[src/rtl/pp_pattern_pkg.sv]
package pp_pattern_pkg;

  typedef enum logic [2:0] {
    ST_IDLE     = 3'd0,
    ST_RD_DATA  = 3'd1,
    ST_RD_DWELL = 3'd2,
    ST_WRITE    = 3'd3,
    ST_WAIT     = 3'd4,
    ST_DONE     = 3'd5
  } player_state_e;

  // Width of a counter able to hold values 0..n-1, at least one bit.
  function automatic int unsigned cnt_width(input int unsigned n);
    return (n <= 2) ? 1 : $clog2(n);
  endfunction

endpackage

[src/rtl/pp_us_tick.sv]
module pp_us_tick #(
  parameter int unsigned CLKS_PER_US = 100
) (
  input  logic clk,
  input  logic rst_n,
  input  logic restart,
  input  logic enable,
  output logic tick
);
  localparam int unsigned CNT_W = pp_pattern_pkg::cnt_width(CLKS_PER_US);
  localparam logic [CNT_W-1:0] LAST = CNT_W'(CLKS_PER_US - 1);

  generate
    if (CLKS_PER_US <= 1) begin : g_direct
      assign tick = enable && !restart;
    end else begin : g_divide
      logic [CNT_W-1:0] cnt_q;

      assign tick = enable && !restart && (cnt_q == LAST);

      always_ff @(posedge clk) begin
        if (!rst_n || restart) begin
          cnt_q <= '0;
        end else if (enable) begin
          cnt_q <= (cnt_q == LAST) ? '0 : cnt_q + 1'b1;
        end
      end
    end
  endgenerate

endmodule

[src/rtl/pp_dwell_timer.sv]
module pp_dwell_timer #(
  parameter int unsigned CLKS_PER_US = 100,
  parameter int unsigned DWELL_W     = 8
) (
  input  logic               clk,
  input  logic               rst_n,
  input  logic               load,
  input  logic [DWELL_W-1:0] load_val,
  input  logic               run,
  output logic               expire
);
  logic               us_tick;
  logic [DWELL_W-1:0] left_q;

  pp_us_tick #(.CLKS_PER_US(CLKS_PER_US)) i_tick (
    .clk     (clk),
    .rst_n   (rst_n),
    .restart (load),
    .enable  (run),
    .tick    (us_tick)
  );

  assign expire = us_tick && (left_q == DWELL_W'(1));

  always_ff @(posedge clk) begin
    if (!rst_n) begin
      left_q <= '0;
    end else if (load) begin
      left_q <= load_val;
    end else if (us_tick && left_q != '0) begin
      left_q <= left_q - 1'b1;
    end
  end

endmodule

[src/rtl/pp_step_sequencer.sv]
module pp_step_sequencer
  import pp_pattern_pkg::*;
#(
  parameter int unsigned ADDR_W = 8,
  parameter int unsigned DATA_W = 8,
  parameter int unsigned REG_W  = 3,
  localparam int unsigned LEN_W = ADDR_W + 1
) (
  input  logic              clk,
  input  logic              rst_n,
  input  logic              start,
  input  logic [REG_W-1:0]  reg_sel,
  input  logic [LEN_W-1:0]  pair_len,
  input  logic [DATA_W-1:0] mem_rdata,
  input  logic              dwell_expire,
  output logic              mem_rd_en,
  output logic [ADDR_W-1:0] mem_addr,
  output logic              wr_valid,
  output logic [REG_W-1:0]  wr_addr,
  output logic [DATA_W-1:0] wr_data,
  output logic              dwell_load,
  output logic [DATA_W-1:0] dwell_value,
  output logic              wait_active,
  output logic              busy,
  output logic              done
);
  player_state_e     state_q, state_d;
  logic [ADDR_W-1:0] base_q;
  logic [ADDR_W-1:0] left_q;
  logic [REG_W-1:0]  reg_q;
  logic [DATA_W-1:0] data_q;
  logic [LEN_W-1:0]  pairs_full;
  logic [ADDR_W-1:0] pairs_in;
  logic              last_pair;
  logic              step_adv;
  logic              zero_dwell;

  assign pairs_full = pair_len >> 1;
  assign pairs_in   = ADDR_W'(pairs_full);
  assign last_pair  = (left_q == ADDR_W'(1));
  assign zero_dwell = (mem_rdata == '0);
  assign step_adv   = ((state_q == ST_WRITE) && zero_dwell) ||
                      ((state_q == ST_WAIT) && dwell_expire);

  always_comb begin
    state_d = state_q;
    unique case (state_q)
      ST_IDLE:     if (start) state_d = (pairs_full == '0) ? ST_DONE : ST_RD_DATA;
      ST_RD_DATA:  state_d = ST_RD_DWELL;
      ST_RD_DWELL: state_d = ST_WRITE;
      ST_WRITE: begin
        if (!zero_dwell)    state_d = ST_WAIT;
        else if (last_pair) state_d = ST_DONE;
        else                state_d = ST_RD_DATA;
      end
      ST_WAIT: begin
        if (dwell_expire) state_d = last_pair ? ST_DONE : ST_RD_DATA;
      end
      ST_DONE:     state_d = ST_IDLE;
      default:     state_d = ST_IDLE;
    endcase
  end

  always_ff @(posedge clk) begin
    if (!rst_n) begin
      state_q <= ST_IDLE;
      base_q  <= '0;
      left_q  <= '0;
      reg_q   <= '0;
      data_q  <= '0;
    end else begin
      state_q <= state_d;
      if (state_q == ST_IDLE && start) begin
        reg_q  <= reg_sel;
        left_q <= pairs_in;
        base_q <= '0;
      end
      if (state_q == ST_RD_DWELL) begin
        data_q <= mem_rdata;
      end
      if (step_adv) begin
        left_q <= left_q - 1'b1;
        base_q <= base_q + ADDR_W'(2);
      end
    end
  end

  assign mem_rd_en   = (state_q == ST_RD_DATA) || (state_q == ST_RD_DWELL);
  assign mem_addr    = base_q + ADDR_W'(state_q == ST_RD_DWELL);
  assign wr_valid    = (state_q == ST_WRITE);
  assign wr_addr     = reg_q;
  assign wr_data     = data_q;
  assign dwell_load  = (state_q == ST_WRITE);
  assign dwell_value = mem_rdata;
  assign wait_active = (state_q == ST_WAIT);
  assign busy        = (state_q != ST_IDLE);
  assign done        = (state_q == ST_DONE);

endmodule

[src/rtl/pp_pattern_player.sv]
module pp_pattern_player #(
  parameter int unsigned ADDR_W      = 8,
  parameter int unsigned DATA_W      = 8,
  parameter int unsigned REG_W       = 3,
  parameter int unsigned CLKS_PER_US = 100,
  localparam int unsigned LEN_W      = ADDR_W + 1
) (
  input  logic              clk,
  input  logic              rst_n,
  input  logic              start,
  input  logic [REG_W-1:0]  reg_sel,
  input  logic [LEN_W-1:0]  pair_len,
  output logic              mem_rd_en,
  output logic [ADDR_W-1:0] mem_addr,
  input  logic [DATA_W-1:0] mem_rdata,
  output logic              wr_valid,
  output logic [REG_W-1:0]  wr_addr,
  output logic [DATA_W-1:0] wr_data,
  output logic              busy,
  output logic              done
);
  logic              dwell_load;
  logic [DATA_W-1:0] dwell_value;
  logic              wait_active;
  logic              dwell_expire;

  pp_step_sequencer #(
    .ADDR_W (ADDR_W),
    .DATA_W (DATA_W),
    .REG_W  (REG_W)
  ) i_seq (
    .clk          (clk),
    .rst_n        (rst_n),
    .start        (start),
    .reg_sel      (reg_sel),
    .pair_len     (pair_len),
    .mem_rdata    (mem_rdata),
    .dwell_expire (dwell_expire),
    .mem_rd_en    (mem_rd_en),
    .mem_addr     (mem_addr),
    .wr_valid     (wr_valid),
    .wr_addr      (wr_addr),
    .wr_data      (wr_data),
    .dwell_load   (dwell_load),
    .dwell_value  (dwell_value),
    .wait_active  (wait_active),
    .busy         (busy),
    .done         (done)
  );

  pp_dwell_timer #(
    .CLKS_PER_US (CLKS_PER_US),
    .DWELL_W     (DATA_W)
  ) i_timer (
    .clk      (clk),
    .rst_n    (rst_n),
    .load     (dwell_load),
    .load_val (dwell_value),
    .run      (wait_active),
    .expire   (dwell_expire)
  );

endmodule

[config.mk]
export PLATFORM = sky130hd
export DESIGN_NAME = pp_pattern_player
export DESIGN_NICKNAME = d
export VERILOG_FILES = /design/src/rtl/pp_pattern_pkg.sv /design/src/rtl/pp_us_tick.sv /design/src/rtl/pp_dwell_timer.sv /design/src/rtl/pp_step_sequencer.sv /design/src/rtl/pp_pattern_player.sv
export SDC_FILE = /design/constraint.sdc
export NUM_CORES = 1
export LEC_CHECK = 0
export BUFFER_PORTS_ARGS = -buffer_cell sky130_fd_sc_hd__buf_2
export CAP_MARGIN = 10
export CELL_PAD_IN_SITES_DETAIL_PLACEMENT = 0
export CELL_PAD_IN_SITES_GLOBAL_PLACEMENT = 1
export CORE_ASPECT_RATIO = 1.1
export CORE_MARGIN = 1.5
export CORE_UTILIZATION = 40
export CTS_CLUSTER_SIZE = 25
export DETAILED_ROUTE_END_ITERATION = 16
export PLACE_DENSITY_LB_ADDON = 0.1
export SYNTH_ARGS = -nofsm -noshare
export SYNTH_HDL_FRONTEND = slang
export SYNTH_SLANG_ARGS = --single-unit
[constraint.sdc]
create_clock -name clk -period 4.3 [get_ports clk]
set_input_delay 1.29 -clock clk [delete_from_list [all_inputs] [get_ports clk]]
set_output_delay 1.29 -clock clk [all_outputs]
set_load 0.05 [all_outputs]
==> results of run 1 <==
==> path summary, 6_finish.rpt <==
| path | start | end | slack, ns | depth (start not counted) |
|---|---|---|---|---|
| worst max-delay path | i_seq.state_q[0] | wr_valid | 1.04 | 3 |
| worst min-delay path | i_seq.wr_addr[1] | i_seq.wr_addr[1] | 0.46 | 2 |
| worst max register to register | i_seq.state_q[0] | i_seq.left_q[7] | 1.72 | 6 |
| worst min register to register | i_seq.wr_addr[1] | i_seq.wr_addr[1] | 0.46 | 2 |
==> logic make-up (layout without fill, tap and decap cells) <==
group	after synthesis	count (layout)	share of synthesized area
AND/OR/NAND/NOR	122	122	0.285
buffers and inverters	26	62	0.0569
flip-flops	44	44	0.375
other	1	1	0.00160
multiplexers	9	9	0.0383
adder cells (fa/ha/maj)	8	8	0.0426
XOR/XNOR	10	10	0.0373
AO/OA/AOI/OAI	57	57	0.164
==> registers in the layout, summed over array words and instances, names as in the netlist <==
register	flops
i_seq.wr_data	8
i_seq.left_q	8
i_seq.base_q	7
i_timer.left_q	8
i_seq.wr_addr	3
i_seq.state_q	3
i_timer.i_tick.g_divide.cnt_q	7
==> metal layers <==
| layer | vias to the layer above | track usage |
|---|---|---|
| met5 | - | 0 |
| met3 | 8 | 0.0396 |
| met2 | 31 | 0.306 |
| met1 | 969 | 0.215 |
| met4 | 0 | 0.0589 |
| li1 | 1069 | - |
==> cell usage in the layout (no fill, tap or decap), types with 3 or more instances in the layout <==
master	count
sky130_fd_sc_hd__dfxtp_1	44
sky130_fd_sc_hd__buf_2	44
sky130_fd_sc_hd__nand2_1	27
sky130_fd_sc_hd__nor2_1	23
sky130_fd_sc_hd__nand3_1	20
sky130_fd_sc_hd__a31oi_1	14
sky130_fd_sc_hd__a21oi_1	10
sky130_fd_sc_hd__mux2i_1	9
sky130_fd_sc_hd__inv_1	8
sky130_fd_sc_hd__o21ai_0	8
sky130_fd_sc_hd__ha_1	8
sky130_fd_sc_hd__xnor2_1	7
sky130_fd_sc_hd__nor3_1	7
sky130_fd_sc_hd__and3_1	7
sky130_fd_sc_hd__nand3b_1	6
sky130_fd_sc_hd__clkbuf_8	6
sky130_fd_sc_hd__or3_1	5
sky130_fd_sc_hd__o211ai_1	5
sky130_fd_sc_hd__nor4_1	4
sky130_fd_sc_hd__o21a_1	4
sky130_fd_sc_hd__xor2_1	3
sky130_fd_sc_hd__a211oi_1	3
==> power breakdown <==
part	switching, uW	internal [uW]	leakage (uW)	total, uW
Combinational	175	83.9	0.000665	259
Clock	143	128	0.0000510	271
Sequential	24.0	434	0.000357	458
Total	342	646	0.00107	988
==> cell type report <==
cell class                      instances  area, sq um
Fill cell                             625         3060
Multi-Input combinational cell        207         1340
Sequential cell                        44          881
Timing Repair Buffer                   45          228
Tap cell                               77         96.3
Clock buffer                            6         82.6
Inverter                                9         33.8
Clock inverter                          2         10.0
==> metrics by stage <==
step | setup slack, ns | hold WS [ns]
2_1_floorplan | 1.71 | 0.475
3_3_place_gp | 1.14 | 0.446
3_5_place_dp | 1.17 | 0.450
4_1_cts | 1.01 | 0.462
5_1_grt | 0.905 | 0.492
6_report | 1.04 | 0.460
==> worst reg2reg max path: cells and delay by family (launching register included) <==
family | cells | cell delay (ns)
AOI/OAI and AO/OA | 3 | 0.94
buffers and inverters | 1 | 0.45
and+or+nand+nor | 2 | 0.59
DFF | 1 | 0.50
==> flow_summary.html, run 1 <==
<table>
<tr><th>Metric</th><th>Value</th></tr>
<tr><th colspan="2">Power and ir drop</th></tr>
<tr><td>Maximum ir drop on the vdd rail</td><td>0.191 mV</td></tr>
<tr><td>Total power</td><td>988 uW</td></tr>
<tr><td>Total power density per cell area</td><td>370 nW/um^2</td></tr>
<tr><td>Leakage power figure</td><td>0.00107 uW</td></tr>
<tr><th colspan="2">Detailed routing</th></tr>
<tr><td>Met1 routed wirelength after detailed routing</td><td>2520 um</td></tr>
<tr><td>Average wire per standard cell</td><td>14.0 um</td></tr>
<tr><td>Wire length reported by the detailed router</td><td>5460 um</td></tr>
<tr><td>Drt drc</td><td>0</td></tr>
<tr><td>Routed length on met2</td><td>2700 um</td></tr>
<tr><td>Vias per Instance</td><td>5.33</td></tr>
<tr><td>Highest routing layer actually used</td><td>met4</td></tr>
<tr><td>Number of antenna-violating nets in the routed design</td><td>0</td></tr>
<tr><td>Iteration-0 DRC Markers</td><td>114</td></tr>
<tr><td>Met3 routed WL</td><td>159 um</td></tr>
<tr><td>Number of detailed-routing iterations run before antenna repair</td><td>4</td></tr>
<tr><td>Via total after detailed routing</td><td>2077</td></tr>
<tr><th colspan="2">Setup path</th></tr>
<tr><td>Critical-path cell list</td><td>nand3b_1 -&gt; inv_1 -&gt; buf_2</td></tr>
<tr><td>Critical path's slowest cell</td><td>sky130_fd_sc_hd__dfxtp_1</td></tr>
<tr><td>Number of buffers and inverters on the critical path</td><td>2</td></tr>
<tr><td>Worst stage delay on the critical path</td><td>0.50 ns</td></tr>
<tr><td>Crit path capture type</td><td>output pin</td></tr>
<tr><td>Required arrival time at the worst endpoint</td><td>3.01 ns</td></tr>
<tr><td>Worst EP arrival</td><td>1.97 ns</td></tr>
<tr><td>Type of element launching the critical path</td><td>register</td></tr>
<tr><td>Maximum fanout count along the critical path</td><td>12</td></tr>
<tr><td>Category of the most critical setup path</td><td>reg -&gt; out</td></tr>
<tr><td>CP delay by family, top</td><td>buffers and inverters</td></tr>
<tr><th colspan="2">Global routing</th></tr>
<tr><td>Wire length of the first global-routing pass</td><td>9060 um</td></tr>
<tr><td>Final global-route overflow total</td><td>0</td></tr>
<tr><td>Vias in the first global route</td><td>1986</td></tr>
<tr><td>Overall global routing resource usage</td><td>0.176</td></tr>
<tr><td>Number of antenna violations at the first check in global routing</td><td>0</td></tr>
<tr><td>Pin count of the biggest net entering global routing</td><td>29</td></tr>
<tr><th colspan="2">Timing</th></tr>
<tr><td>Worst clock skew</td><td>0.00260 ns</td></tr>
<tr><td>Tightest Pin Transition</td><td>0.705 ns</td></tr>
<tr><td>Relative slew margins</td><td>0.527</td></tr>
<tr><td>Ratio of final minimum period to clock period</td><td>0.758</td></tr>
<tr><td>Maximum clock frequency</td><td>0.307 GHz</td></tr>
<tr><td>Final min period</td><td>3.26 ns</td></tr>
<tr><td>Setup repair after global routing missed its margin</td><td>false</td></tr>
<tr><td>Number of endpoints failing setup at the final stage</td><td>0</td></tr>
<tr><td>Fin Setup TNS</td><td>0 ns</td></tr>
<tr><td>Final Hold Vio Count</td><td>0</td></tr>
<tr><td>Number of max-slew violations in the final report</td><td>0</td></tr>
<tr><th colspan="2">Final layout</th></tr>
<tr><td>Fraction of layout instances using a drive strength above 1</td><td>0.204</td></tr>
<tr><td>Layout overhead on the synthesized area</td><td>13.7%</td></tr>
<tr><td>Utilization after layout</td><td>0.466</td></tr>
<tr><td>Fin nets</td><td>343</td></tr>
<tr><td>Final cell count without fillers</td><td>390</td></tr>
<tr><td>Final design area excluding fillers</td><td>2670 sq um</td></tr>
<tr><td>ANT cells</td><td>0</td></tr>
<tr><th colspan="2">Yosys</th></tr>
<tr><td>Main flop type after synthesis</td><td>sky130_fd_sc_hd__dfxtp_1</td></tr>
<tr><td>FFs w/ async S/R, synth</td><td>0</td></tr>
<tr><td>Distinct cell type count of the synthesized netlist</td><td>54</td></tr>
<tr><td>Top post-synthesis cells by count</td><td>sky130_fd_sc_hd__dfxtp_1, sky130_fd_sc_hd__nand2_1, sky130_fd_sc_hd__nor2_1, sky130_fd_sc_hd__nand3_1, sky130_fd_sc_hd__a31oi_1</td></tr>
<tr><td>Post-synthesis net count</td><td>308</td></tr>
<tr><td>Average cell area after synthesis</td><td>8.49 sq um</td></tr>
<tr><td>Top cells by area, synth</td><td>sky130_fd_sc_hd__dfxtp_1, sky130_fd_sc_hd__nand2_1, sky130_fd_sc_hd__ha_1</td></tr>
<tr><td>Synthesized flop and latch total</td><td>44</td></tr>
<tr><td>Synth Cell Area</td><td>2350 sq um</td></tr>
<tr><td>Number of cells produced by synthesis</td><td>277</td></tr>
<tr><td>Sequential fraction of the synthesis area</td><td>0.375</td></tr>
<tr><td>Portion of synthesized cell area occupied by the leading cell type</td><td>0.375</td></tr>
<tr><td>Most common cell in the synthesized netlist</td><td>sky130_fd_sc_hd__dfxtp_1</td></tr>
<tr><td>Library cell occupying the most area in the post-synthesis netlist</td><td>sky130_fd_sc_hd__dfxtp_1</td></tr>
<tr><td>Number of synthesized flops with an enable pin</td><td>0</td></tr>
<tr><td>Synth Warn #</td><td>0</td></tr>
<tr><th colspan="2">CTS</th></tr>
<tr><td>CTS clock-pin slew for the worst setup and hold paths</td><td>0.08 ns</td></tr>
<tr><td>Clock tree from TritonCTS</td><td>done</td></tr>
<tr><td>Root buffer cell</td><td>sky130_fd_sc_hd__clkbuf_8</td></tr>
<tr><td>CTS buffer count</td><td>5</td></tr>
<tr><td># hold bufs at CTS</td><td>0</td></tr>
<tr><td>Max H-tree Level</td><td>2</td></tr>
<tr><td>CTS-repair resized insts</td><td>0</td></tr>
<tr><td>TritonCTS Sinks</td><td>44</td></tr>
<tr><td>Clock latency reported for the late side of the worst-skew pair</td><td>0.30 ns</td></tr>
<tr><td># Post-CTS Setup Buffers</td><td>0</td></tr>
<tr><td>Maximum count of clock buffers along a single path</td><td>2</td></tr>
<tr><th colspan="2">Placed design</th></tr>
<tr><td>Count of input and output buffers</td><td>44</td></tr>
<tr><td>Final weighted congestion of routability-driven global placement</td><td>0.720</td></tr>
<tr><td>Final HPWL from detailed placement</td><td>3900 um</td></tr>
<tr><td>Post-placement cell count</td><td>382</td></tr>
<tr><td>Instance area at placement</td><td>2580 sq um</td></tr>
<tr><th colspan="2">Floorplanning</th></tr>
<tr><td>Number of standard-cell rows in the floorplan</td><td>29</td></tr>
<tr><td>Die extent in y</td><td>83.4 um</td></tr>
<tr><td>Die Footprint</td><td>6350 sq um</td></tr>
<tr><td>Starting density of the core</td><td>0.410</td></tr>
<tr><td>Placeable core region</td><td>5730 sq um</td></tr>
<tr><td>I/O pin count</td><td>46</td></tr>
<tr><td>Width of the chip</td><td>76.1 um</td></tr>
<tr><th colspan="2">Job</th></tr>
<tr><td>Maxcap violations</td><td>0</td></tr>
<tr><th colspan="2">Status</th></tr>
<tr><td>Run status</td><td>complete, no violations</td></tr>
<tr><th colspan="2">Worst hold path</th></tr>
<tr><td>Worst hold path class</td><td>reg -&gt; reg</td></tr>
</table>
Power figures use the tool's default switching activity.
==> run 2: changes to the inputs <==
- ABC_AREA: default -> 1
- CORE_UTILIZATION: 40 -> 39
- clock period: 4.3 -> 3.3 ns (I/O delays scaled with it)
==> run 2 against run 1 <==
  * Final cell count rose by 30%
  * Largest power group is now combinational cells
  * Clock skew grew 0.0010 ns
  * Count of clock-buffer cells in the layout is the same
  * Critical endpoint is now mem_rd_en
  * Synthesized cell count rose by 40%
  * Critical path depth is 3 higher
  * Highest routed layer unchanged
  * Utilization fell by 0.27 points
  * Routed wire length increased by 16%
  * Largest cell class unchanged
==> flow_summary.html, run 2 <==
<table>
<tr><th>Metric</th><th>Value</th></tr>
<tr><th colspan="2">Timing</th></tr>
<tr><td>Maximum clock frequency</td><td>0.375 GHz</td></tr>
<tr><td>Setup repair after global routing missed its margin</td><td>false</td></tr>
<tr><td>Number of endpoints failing setup at the final stage</td><td>0 (unchanged)</td></tr>
<tr><td>Final Hold Vio Count</td><td>0 (unchanged)</td></tr>
<tr><td>Number of max-slew violations in the final report</td><td>0 (unchanged)</td></tr>
<tr><td>Final min period</td><td>2.66 ns</td></tr>
<tr><td>Ratio of final minimum period to clock period</td><td>0.807</td></tr>
<tr><td>Worst clock skew</td><td>0.00359 ns (+0.000998 ns)</td></tr>
<tr><td>Fin Setup TNS</td><td>0 ns (unchanged)</td></tr>
<tr><th colspan="2">Setup path</th></tr>
<tr><td>Crit path capture type</td><td>output pin</td></tr>
<tr><td>Type of element launching the critical path</td><td>register</td></tr>
<tr><td>Maximum fanout count along the critical path</td><td>10 (-2)</td></tr>
<tr><td>Worst EP arrival</td><td>1.67 ns (-0.30 ns)</td></tr>
<tr><td>Category of the most critical setup path</td><td>reg -&gt; out</td></tr>
<tr><td>Required arrival time at the worst endpoint</td><td>2.31 ns (-0.70 ns)</td></tr>
<tr><th colspan="2">Placed design</th></tr>
<tr><td>Instance area at placement</td><td>2810 sq um (+8.9%)</td></tr>
<tr><td>Final weighted congestion of routability-driven global placement</td><td>0.858 (+19%)</td></tr>
<tr><td>Count of input and output buffers</td><td>44 (unchanged)</td></tr>
<tr><td>Final HPWL from detailed placement</td><td>4680 um (+20%)</td></tr>
<tr><th colspan="2">Global routing</th></tr>
<tr><td>Wire length of the first global-routing pass</td><td>10900 um (+21%)</td></tr>
<tr><td>Pin count of the biggest net entering global routing</td><td>22 (-24%)</td></tr>
<tr><td>Final global-route overflow total</td><td>0 (unchanged)</td></tr>
<tr><td>Vias in the first global route</td><td>2337 (+18%)</td></tr>
<tr><td>Number of antenna violations at the first check in global routing</td><td>0 (unchanged)</td></tr>
<tr><td>Overall global routing resource usage</td><td>0.199 (+0.0225)</td></tr>
<tr><th colspan="2">Floorplanning</th></tr>
<tr><td>Placeable core region</td><td>6230 sq um (+8.7%)</td></tr>
<tr><td>Starting density of the core</td><td>0.408 (-0.00245)</td></tr>
<tr><td>Number of standard-cell rows in the floorplan</td><td>30 (+3.4%)</td></tr>
<tr><td>Width of the chip</td><td>79.9 um (+5.1%)</td></tr>
<tr><td>Die extent in y</td><td>87.6 um (+5.1%)</td></tr>
<tr><td>I/O pin count</td><td>46 (unchanged)</td></tr>
<tr><td>Die Footprint</td><td>7010 sq um (+10%)</td></tr>
<tr><th colspan="2">Final layout</th></tr>
<tr><td>Fraction of layout instances using a drive strength above 1</td><td>0.161 (-0.0433)</td></tr>
<tr><td>ANT cells</td><td>0 (unchanged)</td></tr>
<tr><td>Fin nets</td><td>459 (+34%)</td></tr>
<tr><td>Layout overhead on the synthesized area</td><td>13.7% (about the same)</td></tr>
<tr><td>Most common library cell in the layout ignoring fill and taps</td><td>sky130_fd_sc_hd__nand2_1</td></tr>
<tr><td>Final design area excluding fillers</td><td>2890 sq um (+8.1%)</td></tr>
<tr><td>Top library cells by usage in the layout, fill and taps aside</td><td>sky130_fd_sc_hd__nand2_1, sky130_fd_sc_hd__nor2_1, sky130_fd_sc_hd__dfxtp_1, sky130_fd_sc_hd__buf_2, sky130_fd_sc_hd__inv_1</td></tr>
<tr><th colspan="2">Yosys</th></tr>
<tr><td>Portion of synthesized cell area occupied by the leading cell type</td><td>0.347 (-0.0279)</td></tr>
<tr><td>FFs w/ async S/R, synth</td><td>0 (unchanged)</td></tr>
<tr><td>Synth Cell Area</td><td>2540 sq um (+8.0%)</td></tr>
<tr><td>Synthesized flop and latch total</td><td>44 (unchanged)</td></tr>
<tr><td>Post-synthesis net count</td><td>418 (+36%)</td></tr>
<tr><td>Synth Warn #</td><td>0 (unchanged)</td></tr>
<tr><td>Sequential fraction of the synthesis area</td><td>0.347 (-0.0279)</td></tr>
<tr><td>Average cell area after synthesis</td><td>6.56 sq um (-23%)</td></tr>
<tr><td>Main flop type after synthesis</td><td>sky130_fd_sc_hd__dfxtp_1</td></tr>
<tr><td>Distinct cell type count of the synthesized netlist</td><td>32 (-41%)</td></tr>
<tr><td>Library cell occupying the most area in the post-synthesis netlist</td><td>sky130_fd_sc_hd__dfxtp_1</td></tr>
<tr><td>Number of synthesized flops with an enable pin</td><td>0 (unchanged)</td></tr>
<tr><td>Most common cell in the synthesized netlist</td><td>sky130_fd_sc_hd__nand2_1</td></tr>
<tr><td>Top post-synthesis cells by count</td><td>sky130_fd_sc_hd__nand2_1, sky130_fd_sc_hd__nor2_1, sky130_fd_sc_hd__dfxtp_1, sky130_fd_sc_hd__inv_1, sky130_fd_sc_hd__nand3_1</td></tr>
<tr><td>Number of cells produced by synthesis</td><td>387 (+40%)</td></tr>
<tr><td>Top cells by area, synth</td><td>sky130_fd_sc_hd__dfxtp_1, sky130_fd_sc_hd__nand2_1, sky130_fd_sc_hd__nor2_1</td></tr>
<tr><th colspan="2">Detailed routing</th></tr>
<tr><td>Vias per Instance</td><td>4.98 (-6.6%)</td></tr>
<tr><td>Number of antenna-violating nets in the routed design</td><td>0 (unchanged)</td></tr>
<tr><td>Via total after detailed routing</td><td>2528 (+22%)</td></tr>
<tr><td>Iteration-0 DRC Markers</td><td>119 (+4.4%)</td></tr>
<tr><td>Average wire per standard cell</td><td>12.5 um (-11%)</td></tr>
<tr><td>Drt drc</td><td>0 (unchanged)</td></tr>
<tr><td>Number of detailed-routing iterations run before antenna repair</td><td>4 (unchanged)</td></tr>
<tr><td>Wire length reported by the detailed router</td><td>6350 um (+16%)</td></tr>
<tr><th colspan="2">CTS</th></tr>
<tr><td>Clock latency reported for the late side of the worst-skew pair</td><td>0.30 ns (about the same)</td></tr>
<tr><td>Root buffer cell</td><td>sky130_fd_sc_hd__clkbuf_8</td></tr>
<tr><td>TritonCTS Sinks</td><td>44 (unchanged)</td></tr>
<tr><td>Max H-tree Level</td><td>2 (unchanged)</td></tr>
<tr><td>CTS-repair resized insts</td><td>0 (unchanged)</td></tr>
<tr><td>Maximum count of clock buffers along a single path</td><td>2 (unchanged)</td></tr>
<tr><td># Post-CTS Setup Buffers</td><td>0 (unchanged)</td></tr>
<tr><td>CTS buffer count</td><td>5 (unchanged)</td></tr>
<tr><td>Clock tree from TritonCTS</td><td>done</td></tr>
<tr><td># hold bufs at CTS</td><td>0 (unchanged)</td></tr>
<tr><td>CTS clock-pin slew for the worst setup and hold paths</td><td>0.08 ns (about the same)</td></tr>
<tr><th colspan="2">Job</th></tr>
<tr><td>Maxcap violations</td><td>0 (unchanged)</td></tr>
<tr><th colspan="2">Power and ir drop</th></tr>
<tr><td>Maximum ir drop on the vdd rail</td><td>0.283 mV (+48%)</td></tr>
<tr><td>Leakage power figure</td><td>0.00136 uW (+27%)</td></tr>
<tr><td>Total power density per cell area</td><td>562 nW/um^2 (+52%)</td></tr>
<tr><th colspan="2">Status</th></tr>
<tr><td>Run status</td><td>complete, no violations</td></tr>
<tr><th colspan="2">Worst hold path</th></tr>
<tr><td>Worst hold path class</td><td>reg -&gt; reg</td></tr>
</table>
## run 2: cell types whose count changed after synthesis, moves of 5 or more
cell                       previous run  this run
sky130_fd_sc_hd__nor2_1              23        70
sky130_fd_sc_hd__o21ai_0              8        26
sky130_fd_sc_hd__nand3b_1             6         1
sky130_fd_sc_hd__inv_1                8        33
sky130_fd_sc_hd__nand3_1             20        29
sky130_fd_sc_hd__a21oi_1             10        26
sky130_fd_sc_hd__nand4_1              2        15
sky130_fd_sc_hd__or3_1                5         0
sky130_fd_sc_hd__mux2i_1              9         0
sky130_fd_sc_hd__nand2_1             27        82
sky130_fd_sc_hd__a31oi_1             14         0
sky130_fd_sc_hd__and3_1               7         0
## run 2: metrics by stage
step	power (uW)	utilization	setup slack (ns)	std cells	hold WS, ns
6_report	1620	0.463	0.636	508	0.463
5_1_grt	1750	0.463	0.475	508	0.495
4_1_cts	1640	0.463	0.609	508	0.470
3_5_place_dp	1300	0.451	0.807	501	0.457
3_3_place_gp	1300	0.451	0.830	501	0.445
2_1_floorplan	1160	-	0.213	387	0.434
## run 2: worst max-delay path, cell delays in order, from the launching register on
cell and delay, ns:
sky130_fd_sc_hd__dfxtp_1 0.42, sky130_fd_sc_hd__inv_1 0.09, sky130_fd_sc_hd__nor3_2 0.12, sky130_fd_sc_hd__buf_4 0.19, sky130_fd_sc_hd__inv_2 0.11, sky130_fd_sc_hd__o21ai_0 0.13
sky130_fd_sc_hd__buf_2 0.31
## run 2: cell families (layout without fill, tap and decap cells)
group,after synthesis,count (layout),share of synthesized area
AND/OR/NAND/NOR,214,214,0.370
AO/OA/AOI/OAI,57,57,0.116
buffers and inverters,52,93,0.0877
flip-flops,44,44,0.347
XOR/XNOR,11,11,0.0379
adder cells (fa/ha/maj),8,8,0.0394
other,1,1,0.00148
## run 2: final cells by class
| cell class | count | area (sq um) |
|---|---|---|
| clock buffer | 6 | 72.6 |
| clock inverter | 1 | 5.00 |
| fill | 732 | 3340 |
| inverter | 38 | 143 |
| multi-input combinational | 291 | 1440 |
| sequential | 44 | 881 |
| tap | 80 | 100 |
| timing repair buffer | 48 | 250 |
## run 2: per-layer routing
metal / share of wire / global-route usage
met4: 0.011 / 0.0580
met1: 0.50 / 0.264
met5: 0 / 0
met3: 0.043 / 0.0448
met2: 0.45 / 0.322
## run 2: worst paths after layout
| kind | from | slack [ns] | cells after the start | end |
|---|---|---|---|---|
| min | i_seq.left_q[0] | 0.46 | 1 | i_seq.left_q[0] |
| max | i_seq.state_q[1] | 0.64 | 6 | mem_rd_en |
| min reg2reg | i_seq.left_q[0] | 0.46 | 1 | i_seq.left_q[0] |
| max reg2reg | i_seq.state_q[2] | 1.20 | 8 | i_seq.left_q[2] |
## run 2: report_power, final
part           switching (uW)  total [uW]  internal, uW
registers                47.4         640           592
logic                     461         650           189
clock network             188         332           144
